$ cat src/rtl/csr_bank_pkg.sv
package csr_bank_pkg;

    typedef enum logic {
        OP_READ  = 1'b0,
        OP_WRITE = 1'b1
    } lb_op_e;

    typedef enum logic [2:0] {
        RG_NONE,
        RG_RW,
        RG_RO,
        RG_EVT,
        RG_ACC,
        RG_FLAG
    } region_e;

endpackage

$ cat src/rtl/csr_req_stage.sv
module csr_req_stage
    import csr_bank_pkg::*;
#(
    parameter int ADDR_W = 8,
    parameter int DATA_W = 16
) (
    input  logic              clk,
    input  logic              rst_n,
    input  logic              in_valid,
    input  logic              in_write,
    input  logic [ADDR_W-1:0] in_addr,
    input  logic [DATA_W-1:0] in_wdata,
    output logic              out_valid,
    output lb_op_e            out_op,
    output logic [ADDR_W-1:0] out_addr,
    output logic [DATA_W-1:0] out_wdata
);

    typedef struct packed {
        logic              valid;
        lb_op_e            op;
        logic [ADDR_W-1:0] addr;
        logic [DATA_W-1:0] wdata;
    } req_t;

    req_t req_d, req_q;

    always_comb begin
        req_d.valid = in_valid;
        req_d.op    = in_write ? OP_WRITE : OP_READ;
        req_d.addr  = in_addr;
        req_d.wdata = in_wdata;
    end

    always_ff @(posedge clk) begin
        if (!rst_n) req_q <= '0;
        else        req_q <= req_d;
    end

    assign out_valid = req_q.valid;
    assign out_op    = req_q.op;
    assign out_addr  = req_q.addr;
    assign out_wdata = req_q.wdata;

endmodule

$ cat src/rtl/csr_rsp_stage.sv
module csr_rsp_stage #(
    parameter int DATA_W = 16
) (
    input  logic              clk,
    input  logic              rst_n,
    input  logic              in_ack,
    input  logic [DATA_W-1:0] in_rdata,
    output logic              out_ack,
    output logic [DATA_W-1:0] out_rdata
);

    typedef struct packed {
        logic              ack;
        logic [DATA_W-1:0] rdata;
    } rsp_t;

    rsp_t rsp_d, rsp_q;

    always_comb begin
        rsp_d.ack   = in_ack;
        rsp_d.rdata = in_ack ? in_rdata : '0;
    end

    always_ff @(posedge clk) begin
        if (!rst_n) rsp_q <= '0;
        else        rsp_q <= rsp_d;
    end

    assign out_ack   = rsp_q.ack;
    assign out_rdata = rsp_q.rdata;

endmodule

$ cat src/rtl/csr_regfile.sv
module csr_regfile
    import csr_bank_pkg::*;
#(
    parameter int              ADDR_W = 8,
    parameter int              DATA_W = 16,
    parameter int              RW_W   = 12,
    parameter int              ACC_W  = 16,
    parameter int              IRQ_W  = 4,
    parameter int              NUM_RW = 2,
    parameter int              NUM_RO = 2,
    parameter logic [ADDR_W-1:0] BASE = 8'h40
) (
    input  logic                     clk,
    input  logic                     rst_n,
    input  logic                     req_valid,
    input  lb_op_e                   req_op,
    input  logic [ADDR_W-1:0]        req_addr,
    input  logic [DATA_W-1:0]        req_wdata,
    output logic                     rsp_ack,
    output logic [DATA_W-1:0]        rsp_rdata,
    output logic                     irq,
    input  logic [NUM_RW-1:0]        rw_wr_en,
    input  logic [NUM_RW*RW_W-1:0]   rw_wr_data,
    output logic [NUM_RW*RW_W-1:0]   rw_value,
    input  logic [NUM_RO-1:0]        sts_wr_en,
    input  logic [NUM_RO*DATA_W-1:0] sts_wr_data,
    output logic [NUM_RO*DATA_W-1:0] sts_value,
    input  logic [DATA_W-1:0]        evt_set,
    input  logic                     acc_add_en,
    input  logic [ACC_W-1:0]         acc_add_val,
    output logic [ACC_W-1:0]         acc_value,
    input  logic [IRQ_W-1:0]         flag_set
);

    localparam int RO_OFF   = NUM_RW;
    localparam int EVT_OFF  = NUM_RW + NUM_RO;
    localparam int ACC_OFF  = EVT_OFF + 1;
    localparam int FLAG_OFF = ACC_OFF + 1;

    typedef struct packed {
        logic [NUM_RW-1:0][RW_W-1:0]   rw;
        logic [NUM_RO-1:0][DATA_W-1:0] ro;
        logic [DATA_W-1:0]             evt;
        logic [ACC_W-1:0]              acc;
        logic [IRQ_W-1:0]              flag;
    } bank_t;

    bank_t             st_d, st_q;
    logic [ADDR_W-1:0] off, idx;
    region_e           rgn;
    logic              rd, wr;
    logic [DATA_W-1:0] rdata;

    // Address decode: subtract the base once, then classify the slot.
    always_comb begin
        off = req_addr - BASE;
        idx = '0;
        if (int'(off) < RO_OFF) begin
            rgn = RG_RW;
            idx = off;
        end else if (int'(off) < EVT_OFF) begin
            rgn = RG_RO;
            idx = off - ADDR_W'(RO_OFF);
        end else if (int'(off) == EVT_OFF) begin
            rgn = RG_EVT;
        end else if (int'(off) == ACC_OFF) begin
            rgn = RG_ACC;
        end else if (int'(off) == FLAG_OFF) begin
            rgn = RG_FLAG;
        end else begin
            rgn = RG_NONE;
        end
        rd = req_valid && (req_op == OP_READ);
        wr = req_valid && (req_op == OP_WRITE);
    end

    // Next state: local action first, bus action applied over it.
    always_comb begin
        st_d  = st_q;
        rdata = '0;
        for (int i = 0; i < NUM_RW; i++) begin
            if (rw_wr_en[i]) st_d.rw[i] = rw_wr_data[i*RW_W +: RW_W];
            if (rgn == RG_RW && idx == ADDR_W'(i)) begin
                if (wr) st_d.rw[i] = req_wdata[RW_W-1:0];
                if (rd) rdata = DATA_W'(st_q.rw[i]);
            end
        end
        for (int i = 0; i < NUM_RO; i++) begin
            if (sts_wr_en[i]) st_d.ro[i] = sts_wr_data[i*DATA_W +: DATA_W];
            if (rd && rgn == RG_RO && idx == ADDR_W'(i)) rdata = st_q.ro[i];
        end
        if (rd && rgn == RG_EVT) begin
            rdata     = st_q.evt;
            st_d.evt  = '0;
        end
        st_d.evt = st_d.evt | evt_set;
        if (acc_add_en) st_d.acc = st_q.acc + acc_add_val;
        if (rgn == RG_ACC) begin
            if (wr) st_d.acc = req_wdata[ACC_W-1:0];
            if (rd) rdata = DATA_W'(st_q.acc);
        end
        if (rgn == RG_FLAG) begin
            if (wr) st_d.flag = st_q.flag & ~req_wdata[IRQ_W-1:0];
            if (rd) rdata = DATA_W'(st_q.flag);
        end
        st_d.flag = st_d.flag | flag_set;
    end

    always_ff @(posedge clk) begin
        if (!rst_n) st_q <= '0;
        else        st_q <= st_d;
    end

    assign rsp_ack   = req_valid;
    assign rsp_rdata = rdata;
    assign irq       = |st_q.flag;
    assign acc_value = st_q.acc;

    for (genvar g = 0; g < NUM_RW; g++) begin : g_rw
        assign rw_value[g*RW_W +: RW_W] = st_q.rw[g];

        assert_rw_bus_wins_R4: assert property (@(posedge clk) disable iff (!rst_n)
            (wr && rw_wr_en[g] && req_addr == BASE + ADDR_W'(g))
            |=> st_q.rw[g] == $past(req_wdata[RW_W-1:0]));
    end

    for (genvar g = 0; g < NUM_RO; g++) begin : g_ro
        assign sts_value[g*DATA_W +: DATA_W] = st_q.ro[g];

        assert_sts_write_ignored_R5: assert property (@(posedge clk) disable iff (!rst_n)
            (wr && !sts_wr_en[g] && req_addr == BASE + ADDR_W'(RO_OFF + g))
            |=> $stable(st_q.ro[g]));
    end

    assert_evt_cleared_R6: assert property (@(posedge clk) disable iff (!rst_n)
        (rd && req_addr == BASE + ADDR_W'(EVT_OFF) && evt_set == '0)
        |=> st_q.evt == '0);

    assert_flag_raises_irq_R8: assert property (@(posedge clk) disable iff (!rst_n)
        (|flag_set) |=> irq);

endmodule

$ cat src/rtl/csr_bank.sv
module csr_bank
    import csr_bank_pkg::*;
#(
    parameter int              ADDR_W = 8,
    parameter int              DATA_W = 16,
    parameter int              RW_W   = 12,
    parameter int              ACC_W  = 16,
    parameter int              IRQ_W  = 4,
    parameter int              NUM_RW = 2,
    parameter int              NUM_RO = 2,
    parameter logic [ADDR_W-1:0] BASE = 8'h40
) (
    input  logic                     clk,
    input  logic                     rst_n,
    input  logic                     lb_valid,
    input  logic                     lb_write,
    input  logic [ADDR_W-1:0]        lb_addr,
    input  logic [DATA_W-1:0]        lb_wdata,
    output logic [DATA_W-1:0]        lb_rdata,
    output logic                     lb_ack,
    output logic                     lb_irq,
    input  logic [NUM_RW-1:0]        rw_wr_en,
    input  logic [NUM_RW*RW_W-1:0]   rw_wr_data,
    output logic [NUM_RW*RW_W-1:0]   rw_value,
    input  logic [NUM_RO-1:0]        sts_wr_en,
    input  logic [NUM_RO*DATA_W-1:0] sts_wr_data,
    output logic [NUM_RO*DATA_W-1:0] sts_value,
    input  logic [DATA_W-1:0]        evt_set,
    input  logic                     acc_add_en,
    input  logic [ACC_W-1:0]         acc_add_val,
    output logic [ACC_W-1:0]         acc_value,
    input  logic [IRQ_W-1:0]         flag_set
);

    localparam int SLOTS = NUM_RW + NUM_RO + 3;

    logic              q_valid;
    lb_op_e            q_op;
    logic [ADDR_W-1:0] q_addr;
    logic [DATA_W-1:0] q_wdata;
    logic              d_ack;
    logic [DATA_W-1:0] d_rdata;

    csr_req_stage #(.ADDR_W(ADDR_W), .DATA_W(DATA_W)) req_i (
        .clk(clk), .rst_n(rst_n),
        .in_valid(lb_valid), .in_write(lb_write), .in_addr(lb_addr), .in_wdata(lb_wdata),
        .out_valid(q_valid), .out_op(q_op), .out_addr(q_addr), .out_wdata(q_wdata)
    );

    csr_regfile #(
        .ADDR_W(ADDR_W), .DATA_W(DATA_W), .RW_W(RW_W), .ACC_W(ACC_W), .IRQ_W(IRQ_W),
        .NUM_RW(NUM_RW), .NUM_RO(NUM_RO), .BASE(BASE)
    ) regs_i (
        .clk(clk), .rst_n(rst_n),
        .req_valid(q_valid), .req_op(q_op), .req_addr(q_addr), .req_wdata(q_wdata),
        .rsp_ack(d_ack), .rsp_rdata(d_rdata), .irq(lb_irq),
        .rw_wr_en(rw_wr_en), .rw_wr_data(rw_wr_data), .rw_value(rw_value),
        .sts_wr_en(sts_wr_en), .sts_wr_data(sts_wr_data), .sts_value(sts_value),
        .evt_set(evt_set), .acc_add_en(acc_add_en), .acc_add_val(acc_add_val),
        .acc_value(acc_value), .flag_set(flag_set)
    );

    csr_rsp_stage #(.DATA_W(DATA_W)) rsp_i (
        .clk(clk), .rst_n(rst_n),
        .in_ack(d_ack), .in_rdata(d_rdata),
        .out_ack(lb_ack), .out_rdata(lb_rdata)
    );

    logic [ADDR_W-1:0] lb_off;
    logic              lb_mapped;
    assign lb_off    = lb_addr - BASE;
    assign lb_mapped = int'(lb_off) < SLOTS;

    assert_ack_latency_R1: assert property (@(posedge clk) disable iff (!rst_n)
        lb_valid |=> ##1 lb_ack);

    assert_unmapped_zero_R9: assert property (@(posedge clk) disable iff (!rst_n)
        (lb_valid && !lb_write && !lb_mapped) |=> ##1 (lb_ack && lb_rdata == '0));

endmodule

$ cat config.mk
export PLATFORM = sky130hd
export DESIGN_NAME = csr_bank
export DESIGN_NICKNAME = d
export VERILOG_FILES = /design/src/rtl/csr_bank_pkg.sv /design/src/rtl/csr_req_stage.sv /design/src/rtl/csr_rsp_stage.sv /design/src/rtl/csr_regfile.sv /design/src/rtl/csr_bank.sv
export SDC_FILE = /design/constraint.sdc
export NUM_CORES = 1
export LEC_CHECK = 0
export BUFFER_PORTS_ARGS = -buffer_cell sky130_fd_sc_hd__buf_2
export CAP_MARGIN = 20
export CORE_UTILIZATION = 50
export CTS_CLUSTER_DIAMETER = 80
export DETAILED_ROUTE_END_ITERATION = 10
export PLACE_DENSITY = 0.78
export SLEW_MARGIN = 20
export SYNTH_ARGS = -nofsm -noshare
export SYNTH_HDL_FRONTEND = slang
export SYNTH_SLANG_ARGS = --single-unit
$ cat constraint.sdc
create_clock -name clk -period 2.6 [get_ports clk]
set_clock_uncertainty 0.05 [all_clocks]
set_input_delay 0.39 -clock clk [delete_from_list [all_inputs] [get_ports clk]]
set_output_delay 0.39 -clock clk [all_outputs]
set_load 0.02 [all_outputs]
==> flow_summary_export.csv, run 1 <==
group,metric,value,unit
cells_and_area,fin_area,8423,µm²
timing,drv_slew,0,
cells_and_area,nets,1050,
timing,hold_viol_final,0,
yosys,async_reset_ff_share,0,%
placement,hpwlAfterDp,15660,µm
detailed_routing,postRouteAntennaNets,0,
yosys,synth_nets,904,
setup_path,path_cells,"ha_1 -> a21o_1 -> a2111oi_1 -> a21boi_1 -> mux2i_1 -> a31o_1 -> a31oi_1",
setup_path,max_stage_delay,0.54,ns
die,start_util,52.23,%
timing,max_freq,405.1,MHz
clock_network,worstSkewPairLatency,0.42,ns
setup_path,critical_path.endpoint_type,"register",
placement,place_congestion,0.9277,
yosys,ys_seq_area_share,38.46,%
timing,setup_viol,0,
timing,finalCriticalPeriod,2.469,ns
worst_hold_path,min_path_cells,2,
yosys,synth_top_flop_cell,"dfxtp_1",
clock_network,clock-root-buffer,"clkbuf_16",
run,maxCapViolations,0,
placement,dp_cells,1064,
yosys,ys_warn_count,0,
global_routing,antenna_found_initial,0,
die,core_area,13450,µm²
detailed_routing,dr_total_vias,6205,
yosys,yosysMostFrequentCell,"dfxtp_1",
clock_network,cts_tree,"built",
die,core.rowCount,42,
yosys,syn_inst,761,
worst_hold_path,worst_hold_path_type,"in -> reg",
detailed_routing,drtIter0Drc,618,
yosys,synth_edf_count,0,
setup_path,rrSetupSlack,0.13,ns
cells_and_area,stdcell_count,1096,
global_routing,first_global_vias,5500,
setup_path,arrival,2.68,ns
setup_path,cp.required,2.81,ns
die,pin_count,215,
cells_and_area,area_growth,19.87,%
detailed_routing,drc,0,
clock_network,cts.sinks,135,
clock_network,cts_hold_buf,0,
status,run_status,"finished, final reports clean",
power,total_leakage_power,4.114,nW
setup_path,critPathLaunch,"regs_i.acc_value[8]",
timing,rsz0062_at_grt,"no",
yosys,synth_commonest_cells,"135 x dfxtp_1, 72 x buf_4, 66 x mux2i_1, 66 x nand2_1, 56 x nor2b_1",
timing,relSlewSlack,47.94,%
worst_hold_path,min_to,"req_i.out_addr[0]",
detailed_routing,wl_per_cell,18.59,µm
detailed_routing,vias_per_cell,5.661,
timing,period_share,94.94,%
yosys,netlist_area,7027,µm²
yosys,synth-seq-cells,135,
clock_network,htree_levels,4,
cells_and_area,layout-drive-gt1-share,30.98,%
detailed_routing,wirelength,20380,µm
clock_network,clk_pin_slew,0.06,ns
cells_and_area,utilization,62.61,%
yosys,yosysTopAreaCellShare,38.46,%
global_routing,grt_max_degree,122,
clock_network,postCtsSetupBuffers,0,
global_routing,grt_pass1_wl,30390,µm
die,die_x,120.5,µm
setup_path,start_kind,"register",
placement,io_buffers,214,
cells_and_area,diodes,0,
yosys,synth_area_per_cell,9.234,µm²
yosys,synth.largest_area_cell,"dfxtp_1",
setup_path,crit_fanout,4,
global_routing,grt_usage,27.98,%
global_routing,grt-ovfl-total,0,
power,ir_drop,460.4,µV
detailed_routing,first_pass_iters,8,
setup_path,r2r_cells,7,
setup_path,r2r-end,"regs_i.acc_value[15]",
clock_network,clockBufferDepth,2,
clock_network,cts_buffers,17,
yosys,synthTopCellsByArea,"dfxtp_1 38%, mux2i_1 9.4%, buf_4 7.7%, nor2b_1 5.0%, o211a_1 4.1%",
clock_network,cts_resized,0,
setup_path,r2r_start,"regs_i.acc_value[8]",
power,cellPowerDensity,682.1,nW/µm²
placement,placed_cell_area,7818,µm²
yosys,ys_types,63,
worst_hold_path,hold_path.startpoint,"lb_addr[0]",
timing,worstMarginPinSlew,0.7809,ns
power,total_power,5.746,mW
setup_path,slowest_stage,"a2111oi_1",
timing,setup_tns,0,ns
setup_path,path_class,"reg -> reg",
die,die_h,120.5,µm
die,dieArea,14530,µm²
placed cells by master (no fill, tap or decap), drive strengths merged, types with 15 or more instances in the layout:
cell type	synthesis	final
nor2	18	18
a21oi	47	47
o21ai	29	29
o211a	29	29
mux2i	66	66
inv	15	15
clkbuf	33	25
nand2	66	66
and2	26	26
dfxtp	135	135
ha	17	17
buf	77	237
nor2b	56	56
cells by family (layout without fill, tap and decap cells):
logic type | Yosys count | count (layout) | synth area share [%]
AOI/OAI and AO/OA | 184 | 184 | 19.05
xor gates and xnor gates | 11 | 11 | 1.371
adders and majority gates | 18 | 18 | 3.312
buffers and inverters | 126 | 285 | 10.61
DFF | 135 | 135 | 38.46
muxes | 74 | 74 | 10.68
and+or+nand+nor | 213 | 213 | 16.51
state kept, by name (all words and copies together), names as in the netlist:
signal            flops
req_i.out_op          1
req_i.out_valid       1
regs_i.sts_value     32
regs_i.st_q          20
rsp_i.out_rdata      16
regs_i.rw_value      24
regs_i.acc_value     16
req_i.out_addr        8
req_i.out_wdata      16
rsp_i.out_ack         1
area by class of cell:
class / count / area, µm²
well taps: 176 / 220.2
clock buffers: 25 / 515.5
clock inverters: 7 / 90.09
inverters: 16 / 60.06
fillers: 1172 / 5030
multi-input cells: 500 / 3578
repair buffers: 237 / 1256
flip-flops and latches: 135 / 2703
critical path: cells and delay by family, from the launching register on:
family                   cells  cell delay (ns)
adder cells (fa/ha/maj)      1             0.26
multiplexers                 1             0.28
flip-flops                   1             0.38
AO/OA/AOI/OAI                5             1.35
stage by stage:
step | hold slack [ns] | setup WS [ns]
3_3_place_gp | 0.3833 | 0.1540
3_5_place_dp | 0.4009 | 0.02849
6_report | 0.1190 | 0.1314
2_1_floorplan | 0.3707 | 0.2240
5_1_grt | 0.1157 | 0.01334
4_1_cts | 0.1104 | 0.1636
worst max-delay path by stage:
stage                                 to  cells past startpoint
finish              regs_i.acc_value[15]                      7
global route        regs_i.acc_value[15]                      7
CTS                 regs_i.acc_value[15]                      7
detailed placement  regs_i.acc_value[15]                      8
global placement    regs_i.acc_value[15]                      8
floorplan           regs_i.acc_value[15]                      7
per-layer routing:
| metal | vias up | wire (µm) | GRT usage, % |
|---|---|---|---|
| li1 | 2968 | - | - |
| met1 | 2864 | 8782 | 36.84 |
| met2 | 342 | 9260 | 43.75 |
| met3 | 31 | 1880 | 7.547 |
| met4 | 0 | 453 | 10.34 |
| met5 | - | 0 | 0 |
report_power, final:
part	internal [mW]	total (mW)	switching [mW]
Sequential	2.20	2.35	0.144
Combinational	0.445	0.988	0.543
Clock	1.56	2.41	0.853
Total	4.21	5.75	1.54
No activity file was read; power rests on OpenSTA's default activity.
==> run 2, diff against run 1 <==
--- a/config.mk
+++ b/config.mk
@@ -5,6 +5,7 @@
 export SDC_FILE = /design/constraint.sdc
 export NUM_CORES = 1
 export LEC_CHECK = 0
+export ABC_AREA = 1
 export BUFFER_PORTS_ARGS = -buffer_cell sky130_fd_sc_hd__buf_2
 export CAP_MARGIN = 20
 export CORE_UTILIZATION = 50
==> run 2 against run 1 <==
Compared with the run above: utilization decreased by 2.5 points; setup slack improved by 0.13 ns; clock power is 12% lower; count of clock-buffer cells in the layout is 1 lower; register-to-register slack gained 0.13 ns; final cell count is 23% higher; die area is 2.3% higher; hold slack got worse by 0.018 ns; cell area shrank 0.58%; combinational power decreased by 12%; critical path type unchanged; highest routed layer unchanged.
==> flow_summary_export.csv, run 2 <==
group,metric,value,unit
cells_and_area,fin_area,8374,µm²
power,ir_drop,406.2,µV
global_routing,first_global_vias,6552,
detailed_routing,drc,0,
setup_path,cp_top_family,"simple AND/OR/NAND/NOR gates",
setup_path,start_kind,"register",
timing,finalCriticalPeriod,2.341,ns
power,cellPowerDensity,634.5,nW/µm²
detailed_routing,postRouteAntennaNets,0,
global_routing,grt_pass1_wl,32550,µm
yosys,netlist_area,7193,µm²
clock_network,postCtsSetupBuffers,0,
clock_network,worstSkewPairLatency,0.42,ns
global_routing,grt-ovfl-total,0,
clock_network,cts_buffers,17,
placement,hpwlAfterDp,16240,µm
cells_and_area,largest_reg_flops,32,
clock_network,cts_tree,"built",
worst_hold_path,worst_hold_path_type,"in -> reg",
setup_path,arrival,2.63,ns
clock_network,clockBufferDepth,2,
setup_path,cp_num_buf_inv,2,
timing,hold_viol_final,0,
yosys,synth_nets,1167,
die,die_h,121.9,µm
timing,worstMarginPinSlew,0.5603,ns
yosys,ys_warn_count,0,
placement,placed_cell_area,7854,µm²
setup_path,cp.required,2.89,ns
yosys,ys_types,46,
yosys,ys_seq_area_share,37.57,%
power,total_leakage_power,4.273,nW
yosys,synthTopCellsByArea,"dfxtp_1 38%, nand2_1 9.6%, buf_4 7.6%, a21oi_1 6.9%, nor2_1 6.8%",
yosys,syn_inst,1024,
global_routing,antenna_found_initial,1,
setup_path,crit_fanout,12,
detailed_routing,wl_per_cell,15.48,µm
cells_and_area,area_growth,16.42,%
die,start_util,51.62,%
timing,drv_slew,0,
timing,hold_ws,0.1007,ns
yosys,async_reset_ff_share,0,%
clock_network,htree_levels,4,
setup_path,slowest_stage,"dfxtp_2",
global_routing,grt_max_degree,47,
cells_and_area,layout_commonest_cell,"buf_2",
timing,setup_tns,0,ns
timing,relSlewSlack,62.59,%
die,dieArea,14870,µm²
clock_network,cts_resized,0,
status,run_status,"finished, final reports clean",
die,core.rowCount,43,
setup_path,path_class,"reg -> reg",
placement,io_buffers,214,
clock_network,cts_hold_buf,0,
detailed_routing,dr_total_vias,7094,
timing,rsz0062_at_grt,"no",
yosys,synth_commonest_cells,"184 x nand2_1, 135 x dfxtp_1, 131 x nor2_1",
yosys,yosysMostFrequentCell,"nand2_1",
placement,dp_cells,1319,
cells_and_area,mostFrequentLayoutCells,"214 x buf_2, 183 x nand2_1, 134 x dfxtp_1, 131 x nor2_1, 105 x inv_1",
yosys,synth_edf_count,0,
yosys,synth.largest_area_cell,"dfxtp_1",
cells_and_area,nets,1301,
yosys,yosysTopAreaCellShare,37.57,%
clock_network,clk_pin_slew,0.05,ns
detailed_routing,drtIter0Drc,561,
setup_path,max_stage_delay,0.42,ns
run,maxCapViolations,0,
setup_path,critical_path.endpoint_type,"register",
global_routing,grt_usage,28.92,%
cells_and_area,stdcell_count,1348,
setup_path,path_cells,"inv_2 -> ha_1 -> inv_1 -> nand2_1 -> nand3_1 -> nor2_2 -> nand4_2 -> o21ai_0 -> o21bai_1 -> a21oi_1",
timing,max_freq,427.1,MHz
timing,setup_viol,0,
yosys,synth-seq-cells,135,
clock_network,clock-root-buffer,"clkbuf_16",
placement,place_congestion,0.9378,
clock_network,cts.sinks,135,
yosys,synth_top_flop_cell,"dfxtp_1",
detailed_routing,wirelength,20870,µm
setup_path,rrSetupSlack,0.26,ns
cells_and_area,layout-drive-gt1-share,24.85,%
die,die_x,121.9,µm
die,pin_count,215,
timing,period_share,90.04,%
detailed_routing,first_pass_iters,5,
detailed_routing,vias_per_cell,5.263,
die,core_area,13930,µm²
yosys,synth_area_per_cell,7.025,µm²
[run 2: where the power goes]
group | total [mW] | switching [mW] | internal, mW
sequential | 2.33 | 0.125 | 2.20
combinational | 0.867 | 0.535 | 0.333
clock | 2.12 | 0.828 | 1.29
[run 2: final timing paths]
check | from | to | cells past startpoint
setup / recovery | req_i.out_addr[1] | rsp_i.out_rdata[9] | 10
hold / removal | lb_wdata[8] | req_i.out_wdata[8] | 3
setup reg to reg | req_i.out_addr[1] | rsp_i.out_rdata[9] | 10
hold reg to reg | regs_i.st_q[31] | regs_i.st_q[31] | 2
[run 2: area by class of cell]
class | instances | area, µm²
antenna | 1 | 2.502
sequential | 135 | 2704
clock inverter | 4 | 22.52
multi-input combinational | 660 | 3313
tap | 180 | 225.2
timing repair buffer | 228 | 1176
clock buffer | 24 | 491.7
fill | 1319 | 5560
inverter | 116 | 439.2
[run 2: per-stage QoR]
step | util [%] | setup slack [ns] | power, mW
5_1_grt | 60.10 | 0.07424 | 5.537
3_5_place_dp | 56.36 | 0.1143 | 3.224
6_report | 60.10 | 0.2589 | 5.313
3_3_place_gp | 56.36 | 0.1485 | 3.215
2_1_floorplan | - | 0.5143 | 2.985
4_1_cts | 60.05 | 0.09236 | 5.314
[run 2: cell families (layout without fill, tap and decap cells)]
family	Yosys count	in the layout	share of synthesized area [%]
XOR/XNOR	8	8	0.9740
buffers and inverters	229	372	16.40
AND/OR/NAND/NOR	390	390	23.36
AO/OA/AOI/OAI	244	244	18.46
flip-flops	135	135	37.57
other	0	1	0
adder cells (fa/ha/maj)	18	18	3.235
[run 2: metal layers]
metal	wire [µm]	GRT usage, %	up-vias
met5	0	0	-
met3	1631	5.852	45
met2	9582	45.90	334
li1	-	-	3493
met1	8991	37.67	3222
met4	666	13.19	0
[run 2: worst register-to-register path: cells and delay by family (launching register included)]
family / cells / cell delay [ns]
AND/OR/NAND/NOR: 4 / 0.70
AO/OA/AOI/OAI: 3 / 0.67
buffers and inverters: 2 / 0.15
flip-flops: 1 / 0.42
adder cells (fa/ha/maj): 1 / 0.29
==> run 3, diff against run 2 <==
--- a/config.mk
+++ b/config.mk
@@ -12,6 +12,7 @@
 export CTS_CLUSTER_DIAMETER = 80
 export DETAILED_ROUTE_END_ITERATION = 10
 export PLACE_DENSITY = 0.78
+export RECOVER_POWER = 25
 export SLEW_MARGIN = 20
 export SYNTH_ARGS = -nofsm -noshare
 export SYNTH_HDL_FRONTEND = slang
==> run 3 against run 2 <==
Compared with the run above: first-iteration DRC count stayed put; cell area about the same; sequential cell count unchanged; critical path type unchanged; critical endpoint unchanged; hold slack barely moved; total power about the same.
==> flow_summary_export.csv, run 3 (synthesized netlist as in run 2, its figures left out) <==
group,metric,value,unit
timing,period_share,89.88,%
detailed_routing,vias_per_cell,5.246,
run,maxCapViolations,0,
die,dieArea,14870,µm²
global_routing,grt-ovfl-total,0,
cells_and_area,mostFrequentLayoutCells,"212 x buf_2, 183 x nand2_1, 134 x dfxtp_1, 131 x nor2_1, 105 x inv_1",
placement,io_buffers,214,
die,start_util,51.62,%
power,power_frac_clock,39.8,%
setup_path,r2r_cells,10,
power,cellPowerDensity,634.5,nW/µm²
detailed_routing,first_pass_iters,5,
setup_path,cp.required,2.89,ns
placement,hpwlAfterDp,16240,µm
cells_and_area,stdcell_count,1348,
setup_path,r2r_start,"req_i.out_addr[1]",
setup_path,critical_path.endpoint_type,"register",
cells_and_area,multi_input_area,3313,µm²
global_routing,grt_usage,28.92,%
cells_and_area,largest_reg_flops,32,
cells_and_area,fillers,1322,
clock_network,cts_buffers,17,
setup_path,path_class,"reg -> reg",
placement,place_congestion,0.9378,
timing,drv_slew,0,
power,total_power,5.310,mW
cells_and_area,layout-drive-gt1-share,24.68,%
clock_network,clock-root-buffer,"clkbuf_16",
cells_and_area,nets,1301,
setup_path,r2r-end,"rsp_i.out_rdata[9]",
timing,finalCriticalPeriod,2.337,ns
timing,hold_viol_final,0,
detailed_routing,dr_total_vias,7071,
worst_hold_path,min_to,"req_i.out_wdata[8]",
detailed_routing,wl_per_cell,15.49,µm
timing,relSlewSlack,20.62,%
clock_network,postCtsSetupBuffers,0,
timing,worstMarginPinSlew,1.191,ns
die,die_x,121.9,µm
cells_and_area,layout_commonest_cell,"buf_2",
clock_network,clockBufferDepth,2,
die,core_area,13930,µm²
power,ir_drop,406.3,µV
setup_path,rrSetupSlack,0.26,ns
power,power.share.switching,27.96,%
detailed_routing,drc,0,
power,p_switching,1.485,mW
timing,hold_ws,0.1009,ns
setup_path,start_kind,"register",
detailed_routing,wirelength,20880,µm
clock_network,clk_pin_slew,0.05,ns
placement,dp_cells,1319,
worst_hold_path,worst_hold_path_type,"in -> reg",
clock_network,cts_tree,"built",
timing,setup_tns,0,ns
setup_path,arrival,2.63,ns
global_routing,first_global_vias,6552,
detailed_routing,postRouteAntennaNets,0,
worst_hold_path,min_path_cells,3,
clock_network,htree_levels,4,
setup_path,crit_fanout,12,
detailed_routing,drtIter0Drc,561,
die,die_h,121.9,µm
clock_network,cts_hold_buf,0,
power,total_leakage_power,4.266,nW
global_routing,grt_max_degree,47,
power,p_int,3.826,mW
timing,rsz0062_at_grt,"no",
timing,max_freq,427.9,MHz
die,pin_count,215,
global_routing,antenna_found_initial,1,
clock_network,cts.sinks,135,
worst_hold_path,hold_path.startpoint,"lb_wdata[8]",
global_routing,grt_pass1_wl,32550,µm
cells_and_area,area_growth,16.35,%
clock_network,worstSkewPairLatency,0.42,ns
status,run_status,"finished, final reports clean",
cells_and_area,regArea,2704,µm²
power,p_comb_share,16.3,%
power,pwr-share-seq,43.8,%
die,core.rowCount,43,
timing,setup_viol,0,
[run 3: changes by cell type in the layout (fill, tap and decap cells not counted)]
cell	previous run	this run
buf_2	214	212
clkbuf_1	3	5
buf_4	14	13
clkbuf_2	0	1
[run 3: cell type report]
type	instances	share of cell area, %
Multi-Input combinational cell	660	39.59
Inverter	116	5.247
Antenna cell	1	0.02990
Clock inverter	4	0.2691
Sequential cell	135	32.31
Timing Repair Buffer	228	13.99
Clock buffer	24	5.875
Tap cell	180	2.691
[run 3: timing repair]
item                                   4_1_cts  5_1_grt
endpoints found under the hold margin        0        0
setup endpoints to repair                    0       13
gates resized for setup                      0        4
[run 3: worst max-delay path, cell delays in order (launching register included)]
cell      delay, ns
dfxtp_2        0.42
inv_2          0.10
ha_1           0.29
inv_1          0.04
nand2_1        0.06
nand3_1        0.08
nor2_2         0.25
nand4_2        0.31
o21ai_0        0.38
o21bai_1       0.13
a21oi_1        0.16
[run 3: routing by layer]
layer | track usage [%] | vias up | routed length (µm)
li1 | - | 3493 | -
met1 | 37.67 | 3207 | 8997
met2 | 45.90 | 326 | 9597
met3 | 5.852 | 45 | 1617
met4 | 13.19 | 0 | 666
met5 | 0 | - | 0
[run 3: power groups by stage]
stage / clock, mW / sequential (mW) / combinational, mW
CTS: 2.13 / 2.32 / 0.863
floorplan: 0 / 2.31 / 0.672
detailed placement: 0 / 2.37 / 0.857
finish: 2.12 / 2.33 / 0.867
global route: 2.23 / 2.34 / 0.972
global placement: 0 / 2.37 / 0.847
[run 3: how the worst max path moves through the flow]
stage	from	to	depth (start not counted)
after floorplan	req_i.out_addr[1]	rsp_i.out_rdata[1]	14
after global placement	req_i.out_addr[1]	rsp_i.out_rdata[8]	10
after detailed placement	req_i.out_addr[1]	rsp_i.out_rdata[10]	10
after CTS	req_i.out_addr[1]	rsp_i.out_rdata[10]	10
after global routing	req_i.out_addr[1]	rsp_i.out_rdata[0]	14
final	req_i.out_addr[1]	rsp_i.out_rdata[9]	10
[run 3: metrics by stage]
stage / util [%] / instance area (µm²) / setup slack (ns)
floorplan: - / 7193 / 0.5143
global placement: 56.36 / 7854 / 0.1485
detailed placement: 56.36 / 7854 / 0.1143
CTS: 60.05 / 8368 / 0.09236
global route: 60.06 / 8369 / 0.07424
finish: 60.06 / 8369 / 0.2632
